[src/rtl/pbuf_pkg.sv]
package pbuf_pkg;
  localparam int INT_RCV = 0;
  localparam int INT_TX = 1;
  localparam int INT_TXE = 2;
  localparam int INT_ALLOC = 3;
  localparam logic [7:0] ACK_CLEARABLE = 8'hD6;
  localparam logic [7:0] ALLOC_FAIL = 8'h80;
  localparam logic [7:0] INT_RESET = 8'h04;
  localparam logic [1:0] ADDR_CMD = 2'd0;
  localparam logic [1:0] ADDR_PKT = 2'd1;
  localparam logic [1:0] ADDR_ACK = 2'd2;
  localparam logic [1:0] ADDR_MASK = 2'd3;

  typedef enum logic [2:0] {
    OP_NOP, OP_ALLOC, OP_RESET, OP_RXPOP,
    OP_RXFREE, OP_REL, OP_TXQ, OP_TXFLUSH
  } opcode_e;

  typedef struct packed {
    logic allocTx;
    logic mmuReset;
    logic rxPop;
    logic rxFree;
    logic relPkt;
    logic txPush;
    logic txFlush;
    logic ackWr;
    logic maskWr;
    logic pktWr;
    logic rxClaim;
    logic txSend;
  } strobe_t;
endpackage

[src/rtl/pbuf_queue.sv]
module pbuf_queue #(
  parameter int DEPTH = 4,
  parameter int W = 2,
  localparam int PW = (DEPTH > 1) ? $clog2(DEPTH) : 1,
  localparam int CW = $clog2(DEPTH + 1)
) (
  input  logic          clk,
  input  logic          rstN,
  input  logic          clear,
  input  logic          push,
  input  logic [W-1:0]  pushData,
  input  logic          pop,
  output logic [W-1:0]  head,
  output logic [CW-1:0] count
);
  logic [W-1:0] slots [DEPTH];
  logic [PW-1:0] rdPtr, wrPtr;
  logic doPush, doPop;

  assign doPop = pop && (count != '0);
  assign doPush = push && (count != CW'(DEPTH));
  assign head = slots[rdPtr];

  function automatic logic [PW-1:0] bump(input logic [PW-1:0] p);
    return (p == PW'(DEPTH - 1)) ? '0 : p + 1'b1;
  endfunction

  always_ff @(posedge clk) begin
    if (!rstN || clear) begin
      rdPtr <= '0;
      wrPtr <= '0;
      count <= '0;
    end else begin
      if (doPush) wrPtr <= bump(wrPtr);
      if (doPop) rdPtr <= bump(rdPtr);
      case ({doPush, doPop})
        2'b10: count <= count + 1'b1;
        2'b01: count <= count - 1'b1;
        default: count <= count;
      endcase
    end
  end

  always_ff @(posedge clk) begin
    if (!rstN) begin
      for (int i = 0; i < DEPTH; i++) slots[i] <= '0;
    end else if (doPush && !clear) begin
      slots[wrPtr] <= pushData;
    end
  end
endmodule

[src/rtl/pbuf_ctrl.sv]
module pbuf_ctrl
  import pbuf_pkg::*;
(
  input  logic       regWrEn,
  input  logic [1:0] regAddr,
  input  logic [7:0] regData,
  input  logic       rxReq,
  input  logic       txSent,
  input  logic       anyFree,
  input  logic       txNotEmpty,
  output strobe_t    stb,
  output logic       rxTaken,
  output logic       txTaken
);
  opcode_e op;
  logic cmdWr;

  assign op = opcode_e'(regData[7:5]);
  assign cmdWr = regWrEn && (regAddr == ADDR_CMD);

  always_comb begin
    stb = '0;
    if (cmdWr) begin
      case (op)
        OP_ALLOC:   stb.allocTx = 1'b1;
        OP_RESET:   stb.mmuReset = 1'b1;
        OP_RXPOP:   stb.rxPop = 1'b1;
        OP_RXFREE:  stb.rxFree = 1'b1;
        OP_REL:     stb.relPkt = 1'b1;
        OP_TXQ:     stb.txPush = 1'b1;
        OP_TXFLUSH: stb.txFlush = 1'b1;
        default:    ;
      endcase
    end
    stb.pktWr = regWrEn && (regAddr == ADDR_PKT);
    stb.ackWr = regWrEn && (regAddr == ADDR_ACK);
    stb.maskWr = regWrEn && (regAddr == ADDR_MASK);
    stb.rxClaim = rxReq && !regWrEn && anyFree;
    stb.txSend = txSent && !regWrEn && txNotEmpty;
  end

  assign rxTaken = stb.rxClaim;
  assign txTaken = stb.txSend;
endmodule

[src/rtl/pbuf_datapath.sv]
module pbuf_datapath
  import pbuf_pkg::*;
#(
  parameter int NUM_BUFS = 4,
  localparam int IDXW = (NUM_BUFS > 1) ? $clog2(NUM_BUFS) : 1,
  localparam int CNTW = $clog2(NUM_BUFS + 1)
) (
  input  logic                clk,
  input  logic                rstN,
  input  strobe_t             stb,
  input  logic [7:0]          regData,
  output logic                anyFree,
  output logic [NUM_BUFS-1:0] allocMap,
  output logic [7:0]          allocResult,
  output logic [7:0]          intStatus,
  output logic [7:0]          intMask,
  output logic [IDXW-1:0]     rxHead,
  output logic [CNTW-1:0]     rxCount,
  output logic [IDXW-1:0]     txHead,
  output logic [CNTW-1:0]     txCount,
  output logic [IDXW-1:0]     doneHead,
  output logic [CNTW-1:0]     doneCount
);
  logic [IDXW-1:0] freeIdx, pktNum;
  logic [NUM_BUFS-1:0] mapNext;
  logic [7:0] statusNext;
  logic grant, rxAny, txAny;

  assign rxAny = (rxCount != '0);
  assign txAny = (txCount != '0);

  always_comb begin
    anyFree = 1'b0;
    freeIdx = '0;
    for (int i = NUM_BUFS - 1; i >= 0; i--) begin
      if (!allocMap[i]) begin
        anyFree = 1'b1;
        freeIdx = IDXW'(i);
      end
    end
  end

  assign grant = (stb.allocTx || stb.rxClaim) && anyFree;

  always_comb begin
    mapNext = allocMap;
    if (grant) mapNext[freeIdx] = 1'b1;
    if (stb.rxFree && rxAny) mapNext[rxHead] = 1'b0;
    if (stb.relPkt) mapNext[pktNum] = 1'b0;
    if (stb.mmuReset) mapNext = '0;
  end

  always_comb begin
    statusNext = intStatus;
    if (stb.allocTx) statusNext[INT_ALLOC] = anyFree;
    if (stb.rxClaim) statusNext[INT_RCV] = 1'b1;
    if (stb.rxPop || stb.rxFree) statusNext[INT_RCV] = (rxCount > CNTW'(1));
    if (stb.txSend) begin
      statusNext[INT_TX] = 1'b1;
      if (txCount == CNTW'(1)) statusNext[INT_TXE] = 1'b1;
    end
    if (stb.ackWr) statusNext = statusNext & ~(regData & ACK_CLEARABLE);
  end

  always_ff @(posedge clk) begin
    if (!rstN) begin
      allocMap <= '0;
      allocResult <= '0;
      intStatus <= INT_RESET;
      intMask <= '0;
      pktNum <= '0;
    end else begin
      allocMap <= mapNext;
      intStatus <= statusNext;
      if (stb.maskWr) intMask <= regData;
      if (stb.pktWr) pktNum <= regData[IDXW-1:0];
      if (stb.mmuReset) allocResult <= '0;
      else if (stb.allocTx) allocResult <= anyFree ? 8'(freeIdx) : ALLOC_FAIL;
    end
  end

  pbuf_queue #(.DEPTH(NUM_BUFS), .W(IDXW)) i_rxQueue (
    .clk(clk), .rstN(rstN), .clear(stb.mmuReset),
    .push(stb.rxClaim), .pushData(freeIdx),
    .pop(stb.rxPop || stb.rxFree), .head(rxHead), .count(rxCount)
  );

  pbuf_queue #(.DEPTH(NUM_BUFS), .W(IDXW)) i_txQueue (
    .clk(clk), .rstN(rstN), .clear(stb.mmuReset || stb.txFlush),
    .push(stb.txPush), .pushData(pktNum),
    .pop(stb.txSend), .head(txHead), .count(txCount)
  );

  pbuf_queue #(.DEPTH(NUM_BUFS), .W(IDXW)) i_doneQueue (
    .clk(clk), .rstN(rstN), .clear(stb.mmuReset || stb.txFlush),
    .push(stb.txSend && txAny), .pushData(txHead),
    .pop(stb.ackWr && regData[INT_TX]), .head(doneHead), .count(doneCount)
  );
endmodule

[src/rtl/pbuf_cmd_unit.sv]
module pbuf_cmd_unit
  import pbuf_pkg::*;
#(
  parameter int NUM_BUFS = 4,
  localparam int IDXW = (NUM_BUFS > 1) ? $clog2(NUM_BUFS) : 1,
  localparam int CNTW = $clog2(NUM_BUFS + 1)
) (
  input  logic                clk,
  input  logic                rstN,
  input  logic                regWrEn,
  input  logic [1:0]          regAddr,
  input  logic [7:0]          regData,
  input  logic                rxReq,
  output logic                rxTaken,
  input  logic                txSent,
  output logic                txTaken,
  output logic [NUM_BUFS-1:0] allocMap,
  output logic [7:0]          allocResult,
  output logic [7:0]          intStatus,
  output logic [7:0]          intMask,
  output logic                irq,
  output logic [IDXW-1:0]     rxHead,
  output logic [CNTW-1:0]     rxCount,
  output logic [IDXW-1:0]     txHead,
  output logic [CNTW-1:0]     txCount,
  output logic [IDXW-1:0]     doneHead,
  output logic [CNTW-1:0]     doneCount
);
  strobe_t stb;
  logic anyFree;

  pbuf_ctrl i_ctrl (
    .regWrEn(regWrEn), .regAddr(regAddr), .regData(regData),
    .rxReq(rxReq), .txSent(txSent), .anyFree(anyFree),
    .txNotEmpty(txCount != '0), .stb(stb),
    .rxTaken(rxTaken), .txTaken(txTaken)
  );

  pbuf_datapath #(.NUM_BUFS(NUM_BUFS)) i_datapath (
    .clk(clk), .rstN(rstN), .stb(stb), .regData(regData),
    .anyFree(anyFree), .allocMap(allocMap), .allocResult(allocResult),
    .intStatus(intStatus), .intMask(intMask),
    .rxHead(rxHead), .rxCount(rxCount), .txHead(txHead), .txCount(txCount),
    .doneHead(doneHead), .doneCount(doneCount)
  );

  assign irq = |(intStatus & intMask);
endmodule

[config.mk]
export PLATFORM = sky130hd
export DESIGN_NAME = pbuf_cmd_unit
export DESIGN_NICKNAME = d
export VERILOG_FILES = /design/src/rtl/pbuf_pkg.sv /design/src/rtl/pbuf_queue.sv /design/src/rtl/pbuf_ctrl.sv /design/src/rtl/pbuf_datapath.sv /design/src/rtl/pbuf_cmd_unit.sv
export SDC_FILE = /design/constraint.sdc
export NUM_CORES = 1
export LEC_CHECK = 0
export BUFFER_PORTS_ARGS = -buffer_cell sky130_fd_sc_hd__buf_2
export CORE_ASPECT_RATIO = 0.8
export CORE_MARGIN = 5
export CORE_UTILIZATION = 51
export CTS_BUF_LIST = sky130_fd_sc_hd__clkbuf_4 sky130_fd_sc_hd__clkbuf_8 sky130_fd_sc_hd__clkbuf_16
export DETAILED_ROUTE_END_ITERATION = 16
export PLACE_DENSITY_LB_ADDON = 0.1
export SLEW_MARGIN = 30
export SYNTH_ARGS = -nofsm -noshare
export SYNTH_HDL_FRONTEND = slang
export SYNTH_HIERARCHICAL = 1
export SYNTH_SLANG_ARGS = --single-unit
export TNS_END_PERCENT = 20
[constraint.sdc]
create_clock -name clk -period 2.3 [get_ports clk]
set_input_delay 0 -clock clk [delete_from_list [all_inputs] [get_ports clk]]
set_output_delay 0 -clock clk [all_outputs]
set_load 0.1 [all_outputs]
==> results of run 1 <==
==> synthesized netlist by cell type (all sizes together) (2+ instances only) <==
| master | instances | area share |
|---|---|---|
| mux4 | 6 | 0.037 |
| o211a | 2 | 0.0055 |
| nor4 | 6 | 0.010 |
| inv | 23 | 0.024 |
| or4 | 3 | 0.0062 |
| nand2b | 13 | 0.023 |
| nand3 | 10 | 0.018 |
| nor3 | 14 | 0.019 |
| ha | 9 | 0.031 |
| edfxtp | 24 | 0.20 |
| o21ai | 21 | 0.029 |
| o31ai | 10 | 0.021 |
| nor3b | 4 | 0.0083 |
| or2 | 3 | 0.0052 |
| and2 | 2 | 0.0035 |
| nor2b | 10 | 0.017 |
| fa | 3 | 0.017 |
| a21oi | 23 | 0.032 |
| nand4 | 2 | 0.0035 |
| or3b | 3 | 0.0073 |
| mux2i | 10 | 0.028 |
| and2b | 4 | 0.0083 |
| nand2 | 25 | 0.026 |
| xor2 | 6 | 0.015 |
| or3 | 7 | 0.012 |
| a22oi | 4 | 0.0083 |
| nor2 | 30 | 0.031 |
| buf | 13 | 0.029 |
| dfxtp | 51 | 0.28 |
| and3 | 2 | 0.0035 |
==> cells in the final DEF (no fill, tap or decap), types with 8 or more instances in the layout <==
cell and count:
buf_2 54, nor2_1 28, a21oi_1 22, mux2i_1 10, nor3_1 13, nand2b_1 13, edfxtp_1 24, buf_4 21
clkbuf_8 9, dfxtp_1 44, o31ai_1 8, dlygate4sd3_1 8, o21ai_0 19, nand2_1 23, inv_1 18, nor2b_1 10
==> cell families after synthesis <==
family / Yosys count / share of synthesized area
AO/OA/AOI/OAI: 72 / 0.1245
XOR/XNOR: 6 / 0.01457
adder cells (fa/ha/maj): 12 / 0.04787
buffers and inverters: 36 / 0.05272
flip-flops: 75 / 0.4828
multiplexers: 16 / 0.06521
other: 1 / 0.001040
AND/OR/NAND/NOR: 141 / 0.2112
==> flip-flops by register name, summed over array words and instances (netlist names), 3 cells and up, named ones only <==
name                          cells
i_datapath/allocMap               4
i_datapath/allocResult            3
i_datapath/i_doneQueue/count      3
i_datapath/i_doneQueue/slots      8
i_datapath/i_rxQueue/count        3
i_datapath/i_rxQueue/slots        8
i_datapath/i_txQueue/count        3
i_datapath/i_txQueue/slots        8
i_datapath/intMask                8
i_datapath/intStatus              7
==> per-layer routing <==
metal / vias to the layer above / part of all wire
li1: 1453 / -
met1: 1365 / 0.48
met2: 70 / 0.45
met3: 8 / 0.064
met4: 0 / 0.010
met5: - / 0
==> worst max-delay path, stage by stage (launching register included) <==
cell,delay [ns]
dfxtp_4,0.36
or3_1,0.38
nand2_2,0.09
nor2_4,0.04
o31a_1,0.13
nand2_2,0.10
ha_4,0.14
inv_2,0.04
fa_2,0.34
xor2_1,0.15
or3_1,0.32
a21oi_2,0.11
==> layout make-up <==
| type | count | share of cell area |
|---|---|---|
| Timing Repair Buffer | 83 | 0.1140 |
| Clock inverter | 5 | 0.01741 |
| Sequential cell | 75 | 0.3946 |
| Inverter | 23 | 0.01938 |
| Tap cell | 87 | 0.02443 |
| Multi-Input combinational cell | 253 | 0.3990 |
| Clock buffer | 11 | 0.03117 |
==> through the flow <==
stage	hold WS, ns	setup slack, ns	instances
after global placement	0.1915	0.05999	513
after detailed placement	0.1977	-0.01676	513
final	0.02378	0.03368	537
after floorplan	0.08758	-0.5116	364
after global routing	0.04819	-0.07115	537
after CTS	0.008189	0.02331	537
==> power by group through the flow <==
stage               clock (mW)  combinational (mW)  sequential, mW
global placement             0               0.352            1.44
floorplan                    0               0.196            1.53
CTS                       1.13               0.367            1.41
finish                    1.11               0.368            1.41
global route              1.20               0.389            1.42
detailed placement           0               0.356            1.44
==> repair_timing <==
item	CTS	global route
hold buffers	8	0
endpoints found under the setup margin	0	2
gates resized for setup	0	2
hold endpoints to repair	13	0
==> worst max-delay path by stage <==
| stage | from | end | cells after the start |
|---|---|---|---|
| global route | i_datapath/i_txQueue/count[2] | i_datapath/i_doneQueue/count[2] | 11 |
| CTS | i_datapath/i_txQueue/count[2] | i_datapath/i_doneQueue/count[2] | 11 |
| global placement | regAddr[1] | i_datapath/i_rxQueue/count[2] | 12 |
| floorplan | i_datapath/i_rxQueue/count[2] | i_datapath/i_rxQueue/count[2] | 8 |
| finish | i_datapath/i_txQueue/count[2] | i_datapath/i_doneQueue/count[2] | 11 |
| detailed placement | regAddr[1] | i_datapath/i_rxQueue/count[2] | 12 |
==> summary.txt, run 1 <==
Status -> finished, final reports clean
Worst-skew pair later-pin latency -> 0.35 ns
Crit path max fanout -> 5
Wire length per cell -> 14.90 um
GRT met3 Usage -> 0.06008
Sink Count -> 75
GRT met2 Usage -> 0.3009
Layout cells sized above 1 -> 0.2844
RSZ-0062 raised after global routing -> true
Flop2flop setup slack -> 0.03 ns
Nets -> 472
Overflow after GRT -> 0
Fmax -> 441.2 MHz
Layer with the highest usage -> met2
Internal power -> 2.109 mW
CP required -> 2.58 ns
DRT antenna net count -> 0
Synth Warn # -> 6
Reg2reg path depth -> 11
NetSw -> 0.7794 mW
CP Capture Type -> flop
Static leakage -> 1.760 nW
Placer congestion estimate -> 0.7825
Final setup viols -> 0
Setup TNS -> 0 ns
First-pass GRT wire length -> 14.19 mm
Hold path endpoint -> i_datapath/intStatus[2]
Maximum vdd drop -> 411.0 uV
WS Path Type -> flop to flop
I/O Buffers -> 54
RR Endpoint -> i_datapath/i_doneQueue/count[2]
Sw Ratio -> 0.2699
Async set-reset flop share out of synthesis -> 0
CTS max path bufs -> 2
CTS buffer count -> 9
Initial core utilization -> 0.5234
Slew Limit Fails -> 0
Tightest Hold Check Type -> input port to flop
Post-Layout Inst Area -> 0.004456 mm^2
Met1 global-route usage -> 0.2673
Initial DRC count -> 120
CTS tree -> built
Arr. time, crit path -> 2.55 ns
Synth cell types -> 51
Vias in the first global route -> 2942
Die height -> 85.22 um
GRT Total Usage -> 0.1953
Sequential Power Share -> 0.489
Mapped Area -> 0.003607 mm^2
Syn avg cell area -> 10.05 um^2
Number of detailed-route iterations in the first pass -> 4
Root Buffer -> clkbuf_8
Largest net degree at the start of global routing -> 19
Max Clock Skew -> 0.006567 ns
Startpoint types -> flop
Sequential cell area -> 0.001758 mm^2
N_diodes -> 0
Worst Max-Slew Pin Slew -> 0.6181 ns
CTS clock-pin slew for the worst setup and hold paths -> 0.08 ns
Die width -> 104.0 um
Vias post-DR -> 2896
Core ar. -> 0.006892 mm^2
FF-to-FF Start -> i_datapath/i_txQueue/count[2]
Area Overhead vs Synth -> 23.52%
Multi-input logic area -> 0.001778 mm^2
Post-CTS setup buffers -> 0
Mapped Cells -> 359
Hpwl dp -> 6.052 mm
H-tree depth -> 3
Comb pwr share -> 0.127
Final Hold Vio Count -> 0
Initial antenna violation count -> 0
Power Dens Cells -> 648.2 mW/mm^2
Main synth FF type -> dfxtp_1
Slew headroom -> 0.5844
EDFF count, synth -> 24
Routed WL -> 8.001 mm
Final Util -> 0.6465
Sequential area share after synthesis -> 0.4828
Design Power -> 2.888 mW
Hold path start -> rstN
Min Clock Period, post-route -> 2.266 ns
Max Cap Violations -> 0
Full die area -> 0.008865 mm^2
Register bit total from synthesis -> 75
Post-DP Area -> 0.004150 mm^2
# fillers -> 585
Drt drc -> 0
Clk pwr share -> 0.384
Cell depth of the worst min-delay path -> 2
Rows -> 27
Vias/cell -> 5.393
Final critical-path share of the clock period -> 0.9854
I/O pin cnt -> 61
No activity file was read; power rests on OpenSTA's default activity.
==> inputs of run 2 (changes only) <==
--- a/config.mk
+++ b/config.mk
@@ -6,9 +6,11 @@
 export NUM_CORES = 1
 export LEC_CHECK = 0
 export BUFFER_PORTS_ARGS = -buffer_cell sky130_fd_sc_hd__buf_2
+export CELL_PAD_IN_SITES_DETAIL_PLACEMENT = 1
+export CELL_PAD_IN_SITES_GLOBAL_PLACEMENT = 1
 export CORE_ASPECT_RATIO = 0.8
 export CORE_MARGIN = 5
-export CORE_UTILIZATION = 51
+export CORE_UTILIZATION = 39
 export CTS_BUF_LIST = sky130_fd_sc_hd__clkbuf_4 sky130_fd_sc_hd__clkbuf_8 sky130_fd_sc_hd__clkbuf_16
 export DETAILED_ROUTE_END_ITERATION = 16
 export PLACE_DENSITY_LB_ADDON = 0.1
==> summary.txt, run 2 (same netlist as run 1, synthesis figures left out) <==
Fmax -> 440.7 MHz
Slowest stage delay, CP -> 0.36 ns
Placer congestion estimate -> 0.7978
GRT met2 Usage -> 0.2881
Overflow after GRT -> 0
GRT Total Usage -> 0.1762
Core ar. -> 0.009037 mm^2
H-tree depth -> 3
Critical Path, Cell by Cell -> or3_1, nand2_2, nor2_4, o31a_1, nand2_2, ha_4, inv_2, fa_2, xor2_1, or3_1, a21oi_1
Status -> finished, final reports clean
Die width -> 117.5 um
Full die area -> 0.01128 mm^2
Startpoint types -> flop
CP Capture Type -> flop
Crit path max fanout -> 5
Layer with the highest usage -> met2
CTS tree -> built
Post-CTS setup buffers -> 0
Maximum vdd drop -> 407.2 uV
Critical path buffers and inverters -> 1
Levels on crit path -> 11
CTS clock-pin slew for the worst setup and hold paths -> 0.06 ns
Max Clock Skew -> 0.003988 ns
RSZ-0062 raised after global routing -> true
Reg2reg path depth -> 11
Routed WL -> 9.298 mm
Initial antenna violation count -> 0
Design Power -> 3.054 mW
DRT antenna net count -> 0
Largest net degree at the start of global routing -> 19
Drt drc -> 0
# fillers -> 1036
I/O pin cnt -> 61
Arr. time, crit path -> 2.53 ns
Final critical-path share of the clock period -> 0.9866
GRT met3 Usage -> 0.04583
Layout cells sized above 1 -> 0.2980
Post-Layout Inst Area -> 0.004581 mm^2
Rows -> 31
Root Buffer -> clkbuf_16
Initial core utilization -> 0.3991
Post-DP Area -> 0.004215 mm^2
Max Cap Violations -> 0
I/O Buffers -> 54
Crit-path slowest cell -> dfxtp_4
Worst Max-Slew Pin Slew -> 0.6239 ns
CTS buffer count -> 9
Power Dens Cells -> 666.6 mW/mm^2
Tightest Hold Check Type -> input port to flop
Commonest non-fill, non-tap cell in the layout -> buf_2
Nets -> 475
Met1 global-route usage -> 0.2316
Slew Limit Fails -> 0
Number of detailed-route iterations in the first pass -> 4
Static leakage -> 1.794 nW
WS Path Type -> flop to flop
Initial DRC count -> 133
Final Util -> 0.5069
Cell depth of the worst min-delay path -> 3
Worst-skew pair later-pin latency -> 0.33 ns
Final setup viols -> 0
Vias post-DR -> 2931
First-pass GRT wire length -> 15.88 mm
Hpwl dp -> 7.109 mm
Wire length per cell -> 16.37 um
N_diodes -> 0
CP required -> 2.56 ns
Vias/cell -> 5.160
Vias in the first global route -> 3190
Die height -> 96.02 um
CTS max path bufs -> 2
Most frequent cells in the layout -> buf_2, dfxtp_1, nor2_1
Top delay family on crit path -> simple AND/OR/NAND/NOR gates
Final Hold Vio Count -> 0
Sink Count -> 75
WHS -> 0.04589 ns
Area Overhead vs Synth -> 26.99%
Min Clock Period, post-route -> 2.269 ns
Slew headroom -> 0.5805
## run 2: worst min-delay path: stages
cell	delay (ns)
buf_2	0.14
mux2i_1	0.09
nor2b_1	0.11
## run 2: final cells by class
cell class / count / area (um^2) / area share
multi-input combinational: 253 / 1794 / 0.3917
sequential: 75 / 1758 / 0.3838
inverter: 23 / 86.33 / 0.01885
tap: 115 / 143.9 / 0.03141
clock inverter: 7 / 45.04 / 0.009833
timing repair buffer: 86 / 528.0 / 0.1153
clock buffer: 9 / 225.2 / 0.04917
## run 2: repair_timing
| item | 4_1_cts | 5_1_grt |
|---|---|---|
| resized for setup | 0 | 5 |
| hold buffers | 7 | 0 |
| endpoints found under the hold margin | 11 | 0 |
| setup endpoints to repair | 0 | 5 |
## run 2: worst paths after layout
| kind | from | endpoint | slack [ns] |
|---|---|---|---|
| min reg2reg | i_datapath/intStatus[6] | i_datapath/intStatus[6] | 0.45 |
| max | i_datapath/i_txQueue/count[0] | i_datapath/i_doneQueue/count[2] | 0.03 |
| max reg2reg | i_datapath/i_txQueue/count[0] | i_datapath/i_doneQueue/count[2] | 0.03 |
| min | regData[5] | i_datapath/intMask[5] | 0.05 |
## run 2: metrics by stage
stage | instances | setup slack, ns | TNS, ns
2_1_floorplan | 364 | -0.5116 | -3.761
3_3_place_gp | 545 | 0.06056 | 0
3_5_place_dp | 545 | -0.002603 | -0.002603
4_1_cts | 568 | 0.03148 | 0
5_1_grt | 568 | -0.04775 | -0.04775
6_report | 568 | 0.03092 | 0
## run 2: power breakdown
group	leakage [nW]	internal, mW	switching [mW]
Clock	0.123	0.723	0.542
Sequential	0.665	1.39	0.0209
Combinational	1.01	0.0888	0.287
Total	1.79	2.20	0.850
## run 2: metal layers
layer	share of wire	vias up
met4	0.012	0
met5	0	-
met2	0.46	62
met3	0.045	11
li1	-	1459
met1	0.49	1399
==> inputs of run 3 (changes only) <==
--- a/config.mk
+++ b/config.mk
@@ -12,8 +12,9 @@
 export CORE_MARGIN = 5
 export CORE_UTILIZATION = 39
 export CTS_BUF_LIST = sky130_fd_sc_hd__clkbuf_4 sky130_fd_sc_hd__clkbuf_8 sky130_fd_sc_hd__clkbuf_16
+export CTS_CLUSTER_SIZE = 40
 export DETAILED_ROUTE_END_ITERATION = 16
-export PLACE_DENSITY_LB_ADDON = 0.1
+export PLACE_DENSITY_LB_ADDON = 0.08
 export SLEW_MARGIN = 30
 export SYNTH_ARGS = -nofsm -noshare
 export SYNTH_HDL_FRONTEND = slang
==> summary.txt, run 3 (same netlist as run 1, synthesis figures left out) <==
Initial DRC count -> 152
WS Path Type -> flop to flop
Power Dens Cells -> 714.0 mW/mm^2
Tightest Hold Check Type -> input port to flop
Overflow after GRT -> 0
First-pass GRT wire length -> 15.70 mm
Sink Count -> 75
Worst Max-Slew Pin Slew -> 0.6088 ns
Met1 global-route usage -> 0.2318
RSZ-0062 raised after global routing -> true
Status -> finished, final reports clean
Levels on crit path -> 11
Initial core utilization -> 0.3991
GRT met2 Usage -> 0.2853
Worst-skew pair later-pin latency -> 0.33 ns
Slew headroom -> 0.5906
Crit path max fanout -> 2
Die height -> 96.02 um
Top delay family on crit path -> simple AND/OR/NAND/NOR gates
Cell depth of the worst min-delay path -> 4
Crit-path slowest cell -> or3_1
Reg2reg path depth -> 11
Commonest non-fill, non-tap cell in the layout -> buf_2
Maximum vdd drop -> 423.1 uV
Hpwl dp -> 7.270 mm
Root Buffer -> clkbuf_16
Max Clock Skew -> 0.005209 ns
Vias/cell -> 5.204
CTS tree -> built
Vias post-DR -> 2961
CTS clock-pin slew for the worst setup and hold paths -> 0.06 ns
Final setup viols -> 0
Layer with the highest usage -> met2
Routed WL -> 9.401 mm
Full die area -> 0.01128 mm^2
Max Cap Violations -> 0
Critical path buffers and inverters -> 1
Area Overhead vs Synth -> 28.93%
Post-Layout Inst Area -> 0.004651 mm^2
I/O Buffers -> 54
Layout cells sized above 1 -> 0.3018
PnR worst setup slack -> 0.03440 ns
Slowest stage delay, CP -> 0.38 ns
Final critical-path share of the clock period -> 0.9850
Wire length per cell -> 16.52 um
Post-DP Area -> 0.004215 mm^2
Vias in the first global route -> 3129
# fillers -> 1020
CTS max path bufs -> 2
Core ar. -> 0.009037 mm^2
Fmax -> 441.4 MHz
Placer congestion estimate -> 0.7640
CTS buffer count -> 9
Slew Limit Fails -> 0
Most frequent cells in the layout -> buf_2, dfxtp_1, nor2_1
CP Capture Type -> flop
Initial antenna violation count -> 0
Final Hold Vio Count -> 0
Worst slack at placement -> -0.02871 ns
GRT met3 Usage -> 0.04289
Number of detailed-route iterations in the first pass -> 5
Drt drc -> 0
DRT antenna net count -> 0
Startpoint types -> flop
CP required -> 2.56 ns
Rows -> 31
Critical Path, Cell by Cell -> or3_1, nand2_2, nor2_4, o31a_1, nand2_2, ha_4, inv_2, fa_2, xor2_1, or3_1, a21oi_1
I/O pin cnt -> 61
GRT Total Usage -> 0.1752
Min Clock Period, post-route -> 2.266 ns
Nets -> 476
N_diodes -> 0
Final Util -> 0.5146
Arr. time, crit path -> 2.53 ns
Largest net degree at the start of global routing -> 20
H-tree depth -> 3
Die width -> 117.5 um
Static leakage -> 1.827 nW
run 3: through the flow:
stage          power, mW  hold WS (ns)  TNS (ns)  std cells
6_report           3.321        0.1380         0        569
3_3_place_gp       1.800        0.1948         0        545
5_1_grt            3.447        0.1464  -0.07053        569
4_1_cts            3.361        0.1260         0        569
2_1_floorplan      1.721       0.08758    -3.761        364
3_5_place_dp       1.807        0.1989  -0.02871        545
run 3: worst paths after layout:
| check | start | slack (ns) | end |
|---|---|---|---|
| max | i_datapath/i_txQueue/count[2] | 0.03 | i_datapath/i_doneQueue/count[2] |
| min | regAddr[0] | 0.14 | i_datapath/intStatus[4] |
| max reg2reg | i_datapath/i_txQueue/count[2] | 0.03 | i_datapath/i_doneQueue/count[2] |
| min reg2reg | i_datapath/intStatus[4] | 0.45 | i_datapath/intStatus[4] |
run 3: power breakdown:
group	internal [mW]	switching, mW	total [mW]
logic	0.0881	0.288	0.376
clock network	0.979	0.553	1.53
registers	1.39	0.0205	1.41
run 3: final cells by class:
class | count | area (um^2) | share of cell area
Multi-Input combinational cell | 253 | 1798 | 0.3866
Clock buffer | 10 | 239.0 | 0.05139
Tap cell | 115 | 143.9 | 0.03094
Inverter | 23 | 86.33 | 0.01856
Timing Repair Buffer | 87 | 538.0 | 0.1157
Sequential cell | 75 | 1758 | 0.3780
Clock inverter | 6 | 87.58 | 0.01883
run 3: repair_timing:
action                     4_1_cts  5_1_grt
buffers inserted                 0        0
cloned                           0        0
gates resized for setup          0        8
hold buffers                     8        0
hold endpoints to repair        13        0
setup endpoints to repair        1        3
pin swaps                        2        1
run 3: worst min-delay path: cells and delay by family:
family                 cells  cell delay (ns)
AOI/OAI and AO/OA          1             0.10
and+or+nand+nor            1             0.07
buffers and inverters      2             0.26
run 3: metal layers:
layer | wire length (um) | vias to the layer above
met1 | 4549 | 1420
met4 | 124 | 0
met2 | 4361 | 55
li1 | - | 1475
met5 | 0 | -
met3 | 365 | 11
